==> src/rtl/phy_regacc_pkg.sv <==
package phy_regacc_pkg;
   localparam int REG_W       = 32;
   localparam int ADDR_W_MAX  = 4;
   localparam int DATA_W_MAX  = 8;
   // field positions inside the software word
   localparam int P_DONE      = 31;
   localparam int P_RXA_LSB   = 24;
   localparam int P_RXD_LSB   = 16;
   localparam int P_RD        = 15;
   localparam int P_WR        = 14;
   localparam int P_ADDR_LSB  = 8;
   localparam int P_DATA_LSB  = 0;

   typedef enum logic [1:0] {
      REQ_IDLE  = 2'b00,
      REQ_WRITE = 2'b01,
      REQ_READ  = 2'b10
   } req_kind_e;
endpackage

==> src/rtl/phy_regacc_cmd.sv <==
module phy_regacc_cmd
   import phy_regacc_pkg::*;
#(
   parameter int ADDR_W = 4,
   parameter int DATA_W = 8
) (
   input  logic              clk,
   input  logic              rst_n,
   input  logic              load,
   input  logic              want_rd,
   input  logic              want_wr,
   input  logic [ADDR_W-1:0] load_addr,
   input  logic [DATA_W-1:0] load_data,
   input  logic              req_ready,
   output logic              req_valid,
   output logic              req_is_write,
   output logic [ADDR_W-1:0] req_addr,
   output logic [DATA_W-1:0] req_data,
   output logic              rd_pend,
   output logic              wr_pend
);
   req_kind_e         kind_q;
   req_kind_e         kind_d;
   logic [ADDR_W-1:0] addr_q;
   logic [DATA_W-1:0] data_q;

   // read wins when both bits are written
   always_comb begin
      kind_d = kind_q;
      if (req_valid && req_ready) kind_d = REQ_IDLE;
      if (load) begin
         if (want_rd)      kind_d = REQ_READ;
         else if (want_wr) kind_d = REQ_WRITE;
         else              kind_d = REQ_IDLE;
      end
   end

   always_ff @(posedge clk) begin
      if (!rst_n) begin
         kind_q <= REQ_IDLE;
         addr_q <= '0;
         data_q <= '0;
      end else begin
         kind_q <= kind_d;
         if (load) begin
            addr_q <= load_addr;
            data_q <= load_data;
         end
      end
   end

   assign rd_pend      = (kind_q == REQ_READ);
   assign wr_pend      = (kind_q == REQ_WRITE);
   assign req_valid    = rd_pend | wr_pend;
   assign req_is_write = wr_pend;
   assign req_addr     = addr_q;
   assign req_data     = data_q;
endmodule

==> src/rtl/phy_regacc_rsp.sv <==
module phy_regacc_rsp #(
   parameter int ADDR_W  = 4,
   parameter int DATA_W  = 8,
   parameter int RSP_LAT = 0
) (
   input  logic              clk,
   input  logic              rst_n,
   input  logic              rsp_valid,
   input  logic [ADDR_W-1:0] rsp_addr,
   input  logic [DATA_W-1:0] rsp_data,
   input  logic              clr_done,
   output logic              done,
   output logic [ADDR_W-1:0] rx_addr,
   output logic [DATA_W-1:0] rx_data
);
   logic              in_v;
   logic [ADDR_W-1:0] in_a;
   logic [DATA_W-1:0] in_d;

   generate
      if (RSP_LAT == 0) begin : g_direct
         assign in_v = rsp_valid;
         assign in_a = rsp_addr;
         assign in_d = rsp_data;
      end else begin : g_staged
         logic              st_v;
         logic [ADDR_W-1:0] st_a;
         logic [DATA_W-1:0] st_d;
         always_ff @(posedge clk) begin
            if (!rst_n) begin
               st_v <= 1'b0;
               st_a <= '0;
               st_d <= '0;
            end else begin
               st_v <= rsp_valid;
               st_a <= rsp_addr;
               st_d <= rsp_data;
            end
         end
         assign in_v = st_v;
         assign in_a = st_a;
         assign in_d = st_d;
      end
   endgenerate

   always_ff @(posedge clk) begin
      if (!rst_n) begin
         done    <= 1'b0;
         rx_addr <= '0;
         rx_data <= '0;
      end else begin
         if (in_v) begin
            done    <= 1'b1;
            rx_addr <= in_a;
            rx_data <= in_d;
         end else if (clr_done) begin
            done    <= 1'b0;
         end
      end
   end
endmodule

==> src/rtl/phy_regacc.sv <==
module phy_regacc
   import phy_regacc_pkg::*;
#(
   parameter int ADDR_W  = 4,
   parameter int DATA_W  = 8,
   parameter int RSP_LAT = 0
) (
   input  logic              clk,
   input  logic              rst_n,
   input  logic              sw_wr_en,
   input  logic [REG_W-1:0]  sw_wdata,
   output logic [REG_W-1:0]  sw_rdata,
   output logic              req_valid,
   input  logic              req_ready,
   output logic              req_is_write,
   output logic [ADDR_W-1:0] req_addr,
   output logic [DATA_W-1:0] req_data,
   input  logic              rsp_valid,
   input  logic [ADDR_W-1:0] rsp_addr,
   input  logic [DATA_W-1:0] rsp_data
);
   generate
      if (ADDR_W < 1 || ADDR_W > ADDR_W_MAX) begin : g_bad_addr_w
         initial $fatal(1, "phy_regacc: ADDR_W out of range");
      end
      if (DATA_W < 1 || DATA_W > DATA_W_MAX) begin : g_bad_data_w
         initial $fatal(1, "phy_regacc: DATA_W out of range");
      end
      if (RSP_LAT < 0 || RSP_LAT > 1) begin : g_bad_lat
         initial $fatal(1, "phy_regacc: RSP_LAT must be 0 or 1");
      end
   endgenerate

   logic              rd_pend, wr_pend, done;
   logic [ADDR_W-1:0] rx_addr;
   logic [DATA_W-1:0] rx_data;
   logic              raise;
   logic              unused_wbits;

   assign raise        = sw_wr_en & (sw_wdata[P_RD] | sw_wdata[P_WR]);
   assign unused_wbits = ^sw_wdata;

   phy_regacc_cmd #(.ADDR_W(ADDR_W), .DATA_W(DATA_W)) u_cmd (
      .clk          (clk),
      .rst_n        (rst_n),
      .load         (sw_wr_en),
      .want_rd      (sw_wdata[P_RD]),
      .want_wr      (sw_wdata[P_WR]),
      .load_addr    (sw_wdata[P_ADDR_LSB +: ADDR_W]),
      .load_data    (sw_wdata[P_DATA_LSB +: DATA_W]),
      .req_ready    (req_ready),
      .req_valid    (req_valid),
      .req_is_write (req_is_write),
      .req_addr     (req_addr),
      .req_data     (req_data),
      .rd_pend      (rd_pend),
      .wr_pend      (wr_pend)
   );

   phy_regacc_rsp #(.ADDR_W(ADDR_W), .DATA_W(DATA_W), .RSP_LAT(RSP_LAT)) u_rsp (
      .clk       (clk),
      .rst_n     (rst_n),
      .rsp_valid (rsp_valid),
      .rsp_addr  (rsp_addr),
      .rsp_data  (rsp_data),
      .clr_done  (raise),
      .done      (done),
      .rx_addr   (rx_addr),
      .rx_data   (rx_data)
   );

   always_comb begin
      sw_rdata                         = '0;
      sw_rdata[P_DONE]                 = done;
      sw_rdata[P_RXA_LSB +: ADDR_W]    = rx_addr;
      sw_rdata[P_RXD_LSB +: DATA_W]    = rx_data;
      sw_rdata[P_RD]                   = rd_pend;
      sw_rdata[P_WR]                   = wr_pend;
      sw_rdata[P_ADDR_LSB +: ADDR_W]   = req_addr;
      sw_rdata[P_DATA_LSB +: DATA_W]   = req_data;
   end
endmodule

==> config.mk <==
export PLATFORM = sky130hd
export DESIGN_NAME = phy_regacc
export DESIGN_NICKNAME = d
export VERILOG_FILES = /design/src/rtl/phy_regacc_pkg.sv /design/src/rtl/phy_regacc_cmd.sv /design/src/rtl/phy_regacc_rsp.sv /design/src/rtl/phy_regacc.sv
export SDC_FILE = /design/constraint.sdc
export NUM_CORES = 1
export LEC_CHECK = 0
export ABC_CLOCK_PERIOD_IN_PS = 2300
export CAP_MARGIN = 20
export CORE_ASPECT_RATIO = 1.25
export CORE_MARGIN = 1
export CORE_UTILIZATION = 36
export DETAILED_ROUTE_END_ITERATION = 6
export PLACE_DENSITY = 0.82
export SETUP_SLACK_MARGIN = 0.02
export SLEW_MARGIN = 0
export SYNTH_ARGS = -nofsm -noshare
export SYNTH_HDL_FRONTEND = slang
export SYNTH_SLANG_ARGS = --single-unit
==> constraint.sdc <==
create_clock -name clk -period 2.3 [get_ports clk]
set_clock_uncertainty 0.2 [all_clocks]
set_input_delay 0.46 -clock clk [delete_from_list [all_inputs] [get_ports clk]]
set_output_delay 0.46 -clock clk [all_outputs]
set_load 0.03 [all_outputs]
==> flow_summary_export.csv, run 1 <==
group,metric,value,unit
clock_tree,cts_max_level,1,
clock_tree,postCtsSetupBuffers,0,
critical_path,cp_max_fo,3,
logic_synthesis,syn_inst,117,
clock_tree,cts_tree,"yes",
layout,final_common_cell,"clkdlybuf4s50_1",
critical_path,worstPathRequired,1640,ps
layout,fillCellCount,290,
global_route,grt_max_degree,20,
clock_tree,cts-buffers-inserted,3,
layout,n_antenna_cell,0,
drt,drc,0,
timing,slew_violations,0,
hold_path,worstHoldPathType,"reg2reg",
critical_path,arrival,1460,ps
floorplanning,rows,23,
power,power_switching_share,0.289,
critical_path,start_kind,"flip-flop",
logic_synthesis,synthDistinctLibCells,16,
layout,register_area,541,µm²
floorplanning,fp.dieW,54.5,µm
critical_path,cp_cell_sequence,"ha_1 -> clkdlybuf4s50_1",
critical_path,criticalPathCategory,"reg2out",
clock_tree,clk_path_buf_depth,2,
floorplanning,core,3250,µm²
power,seqPwrFrac,0.477,
power,switchingPower,311,µW
global_route,antenna_found_initial,0,
logic_synthesis,ys_seq_area_frac,0.435,
clock_tree,path_clk_slew,80,ps
timing,tns,0,ps
layout,utilization,0.576,
power,p_leak,0.000772,µW
timing,setup_viol,0,
drt,drt-initial-drc-count,11,
logic_synthesis,synth_area,1240,µm²
logic_synthesis,postSynthAreaPerCell,10.6,µm²
placement,place.gp.congestion,0.640,
placement,dpl_cell_area,1830,µm²
drt,vias,945,
timing,layout_setup_ws,183,ps
placement,pre_cts_slack,235,ps
drt,ant_nets,0,
critical_path,critPathMaxStageDelay,660,ps
drt,wirelength,2.82,mm
run_status,status,"finished clean",
layout,mostFrequentLayoutCells,"70 x clkdlybuf4s50_1, 27 x dfxtp_1, 25 x nor2b_1",
logic_synthesis,ys_ff_latch,27,
drt,wl_per_cell,13.4,µm
power,power_density,574,nW/µm²
power,p_int,765,µW
timing,fin_hold_ws,315,ps
placement,io_buffers,71,
timing,rsz0062_at_grt,"false",
global_route,grt-ovfl-total,0,
global_route,grt_use_total,0.163,
layout,multi_input_area,498,µm²
layout,syn_to_final_growth,50.9,%
floorplanning,dieArea,3690,µm²
job,max_cap_violations,0,
critical_path,cp_slowest_cell,"clkdlybuf4s50_1",
timing,hold_viol,0,
clock_tree,cts.sinks,27,
timing,period_needed,2120,ps
global_route,grt_pass1_wl,4.31,mm
drt,firstDrtPassIters,4,
clock_tree,clk_latency,260,ps
clock_tree,cts_hold_buffers,0,
floorplanning,initial_core_util,0.382,
floorplanning,top_level_ports,95,
drt,via_per_inst,4.50,
power,p_comb_frac,0.283,
layout,layout-drive-gt1-share,0.0405,
critical_path,end_kind,"primary output",
floorplanning,die-height,67.7,µm
clock_tree,cts-root-buf,"clkbuf_8",
placement,place_hpwl,2.27,mm
power,max-vdd-ir-drop,443,µV
layout,fin_area,1870,µm²
timing,timing.final.crit_share,0.920,
layout,final_nets,225,
logic_synthesis,ys_warn_count,0,
global_route,grt_pass1_vias,993,
power,p_clk_frac,0.240,
timing,timing.fmax,0.472,GHz
## routing by layer
metal,global-route usage,up-vias,wire length [µm]
li1,-,460,-
met1,0.166,443,1050
met2,0.311,40,1600
met3,0.0203,2,123
met4,0.0769,0,40
met5,0,-,0
## cell type report
| class | count | area share |
|---|---|---|
| clock buffer | 3 | 0.0220 |
| clock inverter | 1 | 0.00267 |
| inverter | 3 | 0.00601 |
| multi-input combinational | 65 | 0.266 |
| sequential | 27 | 0.288 |
| tap | 37 | 0.0247 |
| timing repair buffer | 74 | 0.391 |
## final timing paths
path,from,cells past startpoint,slack (ps),to
min,u_cmd.kind_q[1],2,310,u_cmd.kind_q[1]
max reg2reg,u_cmd.kind_q[0],5,970,u_cmd.kind_q[0]
min reg2reg,u_cmd.kind_q[1],2,310,u_cmd.kind_q[1]
max,u_cmd.kind_q[0],2,180,sw_rdata[14]
## sequential cells by signal (all words and copies together), names as in the netlist
register / cells
u_cmd.kind_q: 2
u_cmd.req_addr: 4
u_cmd.req_data: 8
u_rsp.done: 1
u_rsp.rx_addr: 4
u_rsp.rx_data: 8
## worst max-delay path: cells and delay by family (launching register included)
kind | cells | cell delay [ps]
buf+inv | 1 | 660
flops | 1 | 360
fa+ha+maj | 1 | 170
## repair_timing
action,CTS,global route
resized for setup,1,0
hold endpoints to repair,0,0
endpoints found under the setup margin,1,0
## logic make-up (layout without fill, tap and decap cells)
| kind of cell | after synthesis | after routing | synth area share |
|---|---|---|---|
| AOI/OAI and AO/OA | 4 | 4 | 0.0201 |
| adders and majority gates | 2 | 2 | 0.0201 |
| buffers and inverters | 29 | 81 | 0.176 |
| and+or+nand+nor | 30 | 30 | 0.152 |
| muxes | 24 | 24 | 0.193 |
| DFF | 27 | 27 | 0.435 |
| other | 1 | 5 | 0.00302 |
## per-stage QoR
stage,cells,power (µW)
after global routing,210,1130
after CTS,210,1090
final,210,1080
after global placement,206,822
after detailed placement,206,831
after floorplan,121,714
## synth_stat cells
| library cell | number | area (µm²) |
|---|---|---|
| buf_6 | 2 | 22.5 |
| conb_1 | 1 | 3.75 |
| nand2_1 | 1 | 3.75 |
| a21boi_1 | 2 | 15.0 |
| clkbuf_1 | 2 | 7.51 |
| o21ai_0 | 1 | 5.00 |
| mux2i_1 | 24 | 240 |
| buf_12 | 1 | 20.0 |
| a21oi_1 | 1 | 5.00 |
| inv_1 | 3 | 11.3 |
| nand2b_1 | 1 | 6.26 |
| nand3b_1 | 3 | 22.5 |
| dfxtp_1 | 27 | 541 |
| ha_1 | 2 | 25.0 |
| buf_4 | 21 | 158 |
| nor2b_1 | 25 | 156 |
## power groups by stage
stage	clock [µW]	sequential [µW]	combinational [µW]
after floorplan	0	570	144
after global placement	0	521	300
after detailed placement	0	524	307
after CTS	267	514	307
after global routing	289	517	323
final	258	513	304
Note: power is estimated with default switching activity, not from simulation.
==> run 2: changes to the inputs <==
ABC_CLOCK_PERIOD_IN_PS = 2750   (was 2300)
clock period = 2.75 ns   (was 2.3 ns; I/O delays follow)
==> run 2 against run 1 <==
Compared with the run above: non-clock buffer count is 2 lower; highest routed layer unchanged; total power is 15% lower; cell count is 0.95% lower; sequential cell count stayed put; largest cell class unchanged; die area stayed put; sequential power is 16% lower; design area is 0.60% lower; utilization is 0.35 points lower; critical path depth is 2 higher; largest power group unchanged; register-to-register slack better by 440 ps; via count is 2.0% higher.
==> flow_summary_export.csv, run 2 (same netlist as run 1, synthesis figures left out) <==
group,metric,value,unit
run_status,status,"finished clean",
global_route,grt_pass1_wl,4.35,mm
job,max_cap_violations,0,
layout,final_nets,223,
clock_tree,clk_path_buf_depth,2,
drt,via_per_inst,4.63,
clock_tree,clk_latency,260,ps
global_route,grt-ovfl-total,0,
drt,drt-initial-drc-count,14,
timing,worst_pin_slew,746,ps
power,max-vdd-ir-drop,247,µV
timing,tns,0,ps
clock_tree,cts.sinks,27,
timing,rsz0062_at_grt,"false",
placement,place.gp.congestion,0.644,
critical_path,cp_slowest_cell,"clkdlybuf4s50_1",
critical_path,start_kind,"flip-flop",
critical_path,arrival,1690,ps
drt,wl_per_cell,13.9,µm
clock_tree,cts-buffers-inserted,3,
timing,timing.final.crit_share,0.887,
layout,fillCellCount,284,
hold_path,worstHoldPathType,"reg2reg",
drt,drc,0,
critical_path,critical-path-top-delay-family,"buffers and inverters",
critical_path,timing.critical_path.buf_inv,3,
global_route,antenna_found_initial,0,
floorplanning,initial_core_util,0.382,
power,p_leak,0.000755,µW
clock_tree,post_cts_resized,0,
floorplanning,top_level_ports,95,
clock_tree,cts-root-buf,"clkbuf_8",
layout,utilization,0.573,
layout,syn_to_final_growth,49.9,%
layout,mostFrequentLayoutCells,"71 x clkdlybuf4s50_1, 27 x dfxtp_1, 25 x nor2b_1",
critical_path,cp_cell_sequence,"inv_1 -> ha_1 -> inv_1 -> clkdlybuf4s50_1",
global_route,grt_use_total,0.163,
placement,io_buffers,71,
timing,hold_viol,0,
timing,timing.fmax,0.410,GHz
critical_path,worstPathRequired,2000,ps
drt,ant_nets,0,
layout,layout-drive-gt1-share,0.0292,
floorplanning,fp.dieW,54.5,µm
critical_path,reg2reg_from,"u_cmd.kind_q[0]",
clock_tree,path_clk_slew,90,ps
timing,setup_viol,0,
floorplanning,die-height,67.7,µm
drt,wirelength,2.89,mm
floorplanning,rows,23,
clock_tree,cts_max_level,1,
hold_path,hp-start,"u_cmd.kind_q[1]",
placement,place_hpwl,2.31,mm
clock_tree,cts_tree,"yes",
timing,period_needed,2440,ps
critical_path,cp_max_fo,3,
global_route,grt_max_degree,28,
floorplanning,core,3250,µm²
critical_path,critPathMaxStageDelay,660,ps
clock_tree,cts_hold_buffers,0,
global_route,grt_pass1_vias,979,
floorplanning,dieArea,3690,µm²
critical_path,criticalPathCategory,"reg2out",
timing,slew-limit-headroom,0.501,
drt,vias,964,
layout,final_common_cell,"clkdlybuf4s50_1",
critical_path,cp-startpoint,"u_cmd.kind_q[0]",
timing,slew_violations,0,
power,power_density,488,nW/µm²
drt,firstDrtPassIters,4,
layout,n_antenna_cell,0,
clock_tree,postCtsSetupBuffers,0,
critical_path,end_kind,"primary output",
critical_path,crit_top_cell,"inv_1",
## run 2: changes by cell type in the layout (fill, tap and decap cells not counted), sizes merged
cell           before  now
dlygate4sd2         1    0
buf                 3    1
clkinvlp            0    1
clkdlybuf4s50      70   71
clkinv              1    0
## run 2: through the flow
| stage | hold WS, ps | cells | power (µW) | worst slack [ps] | instance area [µm²] |
|---|---|---|---|---|---|
| after global routing | 355 | 208 | 952 | 218 | 1860 |
| after global placement | 288 | 204 | 685 | 632 | 1810 |
| final | 313 | 208 | 909 | 311 | 1860 |
| after detailed placement | 303 | 204 | 694 | 561 | 1810 |
| after CTS | 318 | 208 | 917 | 297 | 1860 |
| after floorplan | 276 | 121 | 597 | 1100 | 1260 |
## run 2: final timing paths
path	end	slack (ps)	cells after the start
setup / recovery	req_valid	310	4
hold reg to reg	u_cmd.kind_q[1]	310	2
setup reg to reg	u_cmd.kind_q[0]	1410	5
hold / removal	u_cmd.kind_q[1]	310	2
## run 2: power breakdown
part	total, µW	switching [µW]	internal, µW
Sequential	429	15.3	414
Clock	225	123	103
Combinational	254	130	124
Total	909	268	641
## run 2: cell type report
cell class | count | area, µm² | area share
flip-flops and latches | 27 | 541 | 0.290
clock inverters | 1 | 7.51 | 0.00403
well taps | 37 | 46.3 | 0.0248
clock buffers | 3 | 41.3 | 0.0222
inverters | 3 | 11.3 | 0.00604
multi-input cells | 65 | 498 | 0.267
repair buffers | 72 | 718 | 0.385
## run 2: worst reg2reg max path, stage by stage (launching register included)
cell and delay, ps:
dfxtp_1 360, inv_1 50, ha_1 300, nand2b_1 160, nand3b_1 90, a21boi_1 70
## run 2: routing by layer
layer,wire length (µm),track usage,vias to the layer above,part of all wire
met4,46,0.0673,0,0.016
met3,162,0.0248,4,0.056
met5,0,0,-,0
met1,1000,0.169,457,0.35
met2,1680,0.309,44,0.58
li1,-,-,459,-
==> run 3: changes to the inputs <==
CORE_UTILIZATION = 34   (was 36)
PLACE_DENSITY = 0.78   (was 0.82)
==> run 3 against run 2 <==
Compared with the run above: total power fell by 0.41%; clock power barely moved; combinational power barely moved; sequential share of layout area barely moved; critical path type unchanged.
==> flow_summary_export.csv, run 3 (same netlist as run 1, synthesis figures left out) <==
group,metric,value,unit
run_status,status,"finished clean",
clock_tree,cts.sinks,27,
timing,slew-limit-headroom,0.505,
placement,io_buffers,71,
timing,slew_violations,0,
job,max_cap_violations,0,
floorplanning,core,3480,µm²
layout,multi_input_area,498,µm²
timing,timing.final.crit_share,0.888,
floorplanning,initial_core_util,0.357,
hold_path,hp-start,"u_cmd.kind_q[1]",
drt,via_per_inst,4.45,
critical_path,critPathMaxStageDelay,660,ps
timing,layout_setup_ws,309,ps
layout,register_area,541,µm²
critical_path,end_kind,"primary output",
critical_path,critical-path-top-delay-family,"buffers and inverters",
critical_path,cp_max_fo,3,
placement,pre_cts_slack,564,ps
clock_tree,cts_max_level,1,
critical_path,start_kind,"flip-flop",
floorplanning,rows,24,
power,p_leak,0.000755,µW
clock_tree,post_cts_resized,0,
hold_path,hold_end,"u_cmd.kind_q[1]",
critical_path,arrival,1690,ps
drt,firstDrtPassIters,4,
clock_tree,cts-root-buf,"clkbuf_8",
critical_path,cp_cell_sequence,"inv_1 -> ha_1 -> inv_1 -> clkdlybuf4s50_1",
critical_path,reg2reg_from,"u_cmd.kind_q[0]",
floorplanning,top_level_ports,95,
drt,drc,0,
timing,tns,0,ps
global_route,grt_max_degree,28,
timing,timing.fmax,0.410,GHz
critical_path,cp_slowest_cell,"clkdlybuf4s50_1",
critical_path,crit_top_cell,"inv_1",
critical_path,reg2regPathDepth,5,
clock_tree,cts_hold_buffers,0,
layout,final_common_cell,"clkdlybuf4s50_1",
global_route,grt_use_total,0.141,
drt,ant_nets,0,
layout,syn_to_final_growth,50.2,%
timing,period_needed,2440,ps
clock_tree,cts_tree,"yes",
timing,setup_viol,0,
placement,place.gp.congestion,0.697,
critical_path,worstPathRequired,2000,ps
critical_path,r2r_setup_slack,1430,ps
hold_path,min_path_cells,2,
critical_path,worst_r2r_endpoint,"u_cmd.kind_q[0]",
clock_tree,postCtsSetupBuffers,0,
power,p_comb_frac,0.279,
power,power_density,485,nW/µm²
placement,place_hpwl,2.08,mm
power,power_switching_share,0.292,
hold_path,worstHoldPathType,"reg2reg",
clock_tree,path_clk_slew,90,ps
layout,layout-drive-gt1-share,0.0292,
critical_path,timing.critical_path.buf_inv,3,
timing,hold_viol,0,
global_route,grt-ovfl-total,0,
power,switchingPower,264,µW
clock_tree,cts-buffers-inserted,3,
layout,final_nets,223,
global_route,grt_pass1_wl,4.51,mm
global_route,antenna_found_initial,0,
power,max-vdd-ir-drop,380,µV
drt,drt-initial-drc-count,13,
power,p_int,641,µW
layout,fillCellCount,345,
global_route,grt_pass1_vias,976,
floorplanning,die-height,69.6,µm
power,p_clk_frac,0.248,
drt,wl_per_cell,12.7,µm
timing,rsz0062_at_grt,"false",
critical_path,criticalPathCategory,"reg2out",
layout,mostFrequentLayoutCells,"71 x clkdlybuf4s50_1, 27 x dfxtp_1, 25 x nor2b_1",
timing,worst_pin_slew,740,ps
drt,vias,935,
floorplanning,fp.dieW,56.1,µm
clock_tree,clk_latency,260,ps
drt,wirelength,2.67,mm
floorplanning,dieArea,3900,µm²
power,seqPwrFrac,0.474,
clock_tree,clk_path_buf_depth,2,
layout,n_antenna_cell,0,
[run 3: cell counts in the layout (fill, tap and decap cells not counted)]
Identical to the previous run, type by type.
[run 3: metal layers]
metal  GRT usage  up-vias  share of wire
li1            -      456              -
met1       0.161      435           0.40
met2       0.267       42           0.54
met3      0.0131        2          0.055
met4      0.0488        0         0.0068
met5           0        -              0
[run 3: stage by stage]
step           hold slack (ps)  cell area (µm²)  instances  total power [µW]  utilization
2_1_floorplan              276             1260        121               597            -
3_3_place_gp               290             1820        206               686        0.522
3_5_place_dp               295             1820        206               692        0.522
4_1_cts                    311             1870        210               919        0.536
5_1_grt                    353             1870        210               950        0.536
6_report                   305             1870        210               905        0.536
[run 3: layout make-up]
class,count,share of cell area
multi-input cells,65,0.267
clock buffers,3,0.0221
clock inverters,1,0.00402
inverters,3,0.00604
well taps,39,0.0262
repair buffers,72,0.385
flip-flops and latches,27,0.290
[run 3: worst max-delay path by stage]
stage / start / endpoint / depth (start not counted)
6_report: u_cmd.kind_q[0] / req_valid / 4
5_1_grt: u_cmd.kind_q[0] / req_valid / 4
4_1_cts: u_cmd.kind_q[0] / req_valid / 4
3_5_place_dp: rsp_valid / u_rsp.rx_addr[0] / 3
3_3_place_gp: rsp_valid / u_rsp.rx_data[0] / 3
2_1_floorplan: u_cmd.kind_q[1] / sw_rdata[14] / 3
[run 3: power by group through the flow]
stage	Sequential (µW)	Clock (µW)	Combinational, µW
finish	429	224	252
global route	433	250	267
CTS	429	235	255
detailed placement	438	0	254
global placement	436	0	250
floorplan	477	0	120
[run 3: worst register-to-register path: cells and delay by family, from the launching register on]
kind,cells,cell delay [ps]
AO/OA/AOI/OAI,1,60
adder cells (fa/ha/maj),1,290
buffers and inverters,1,50
flip-flops,1,370
AND/OR/NAND/NOR,2,240
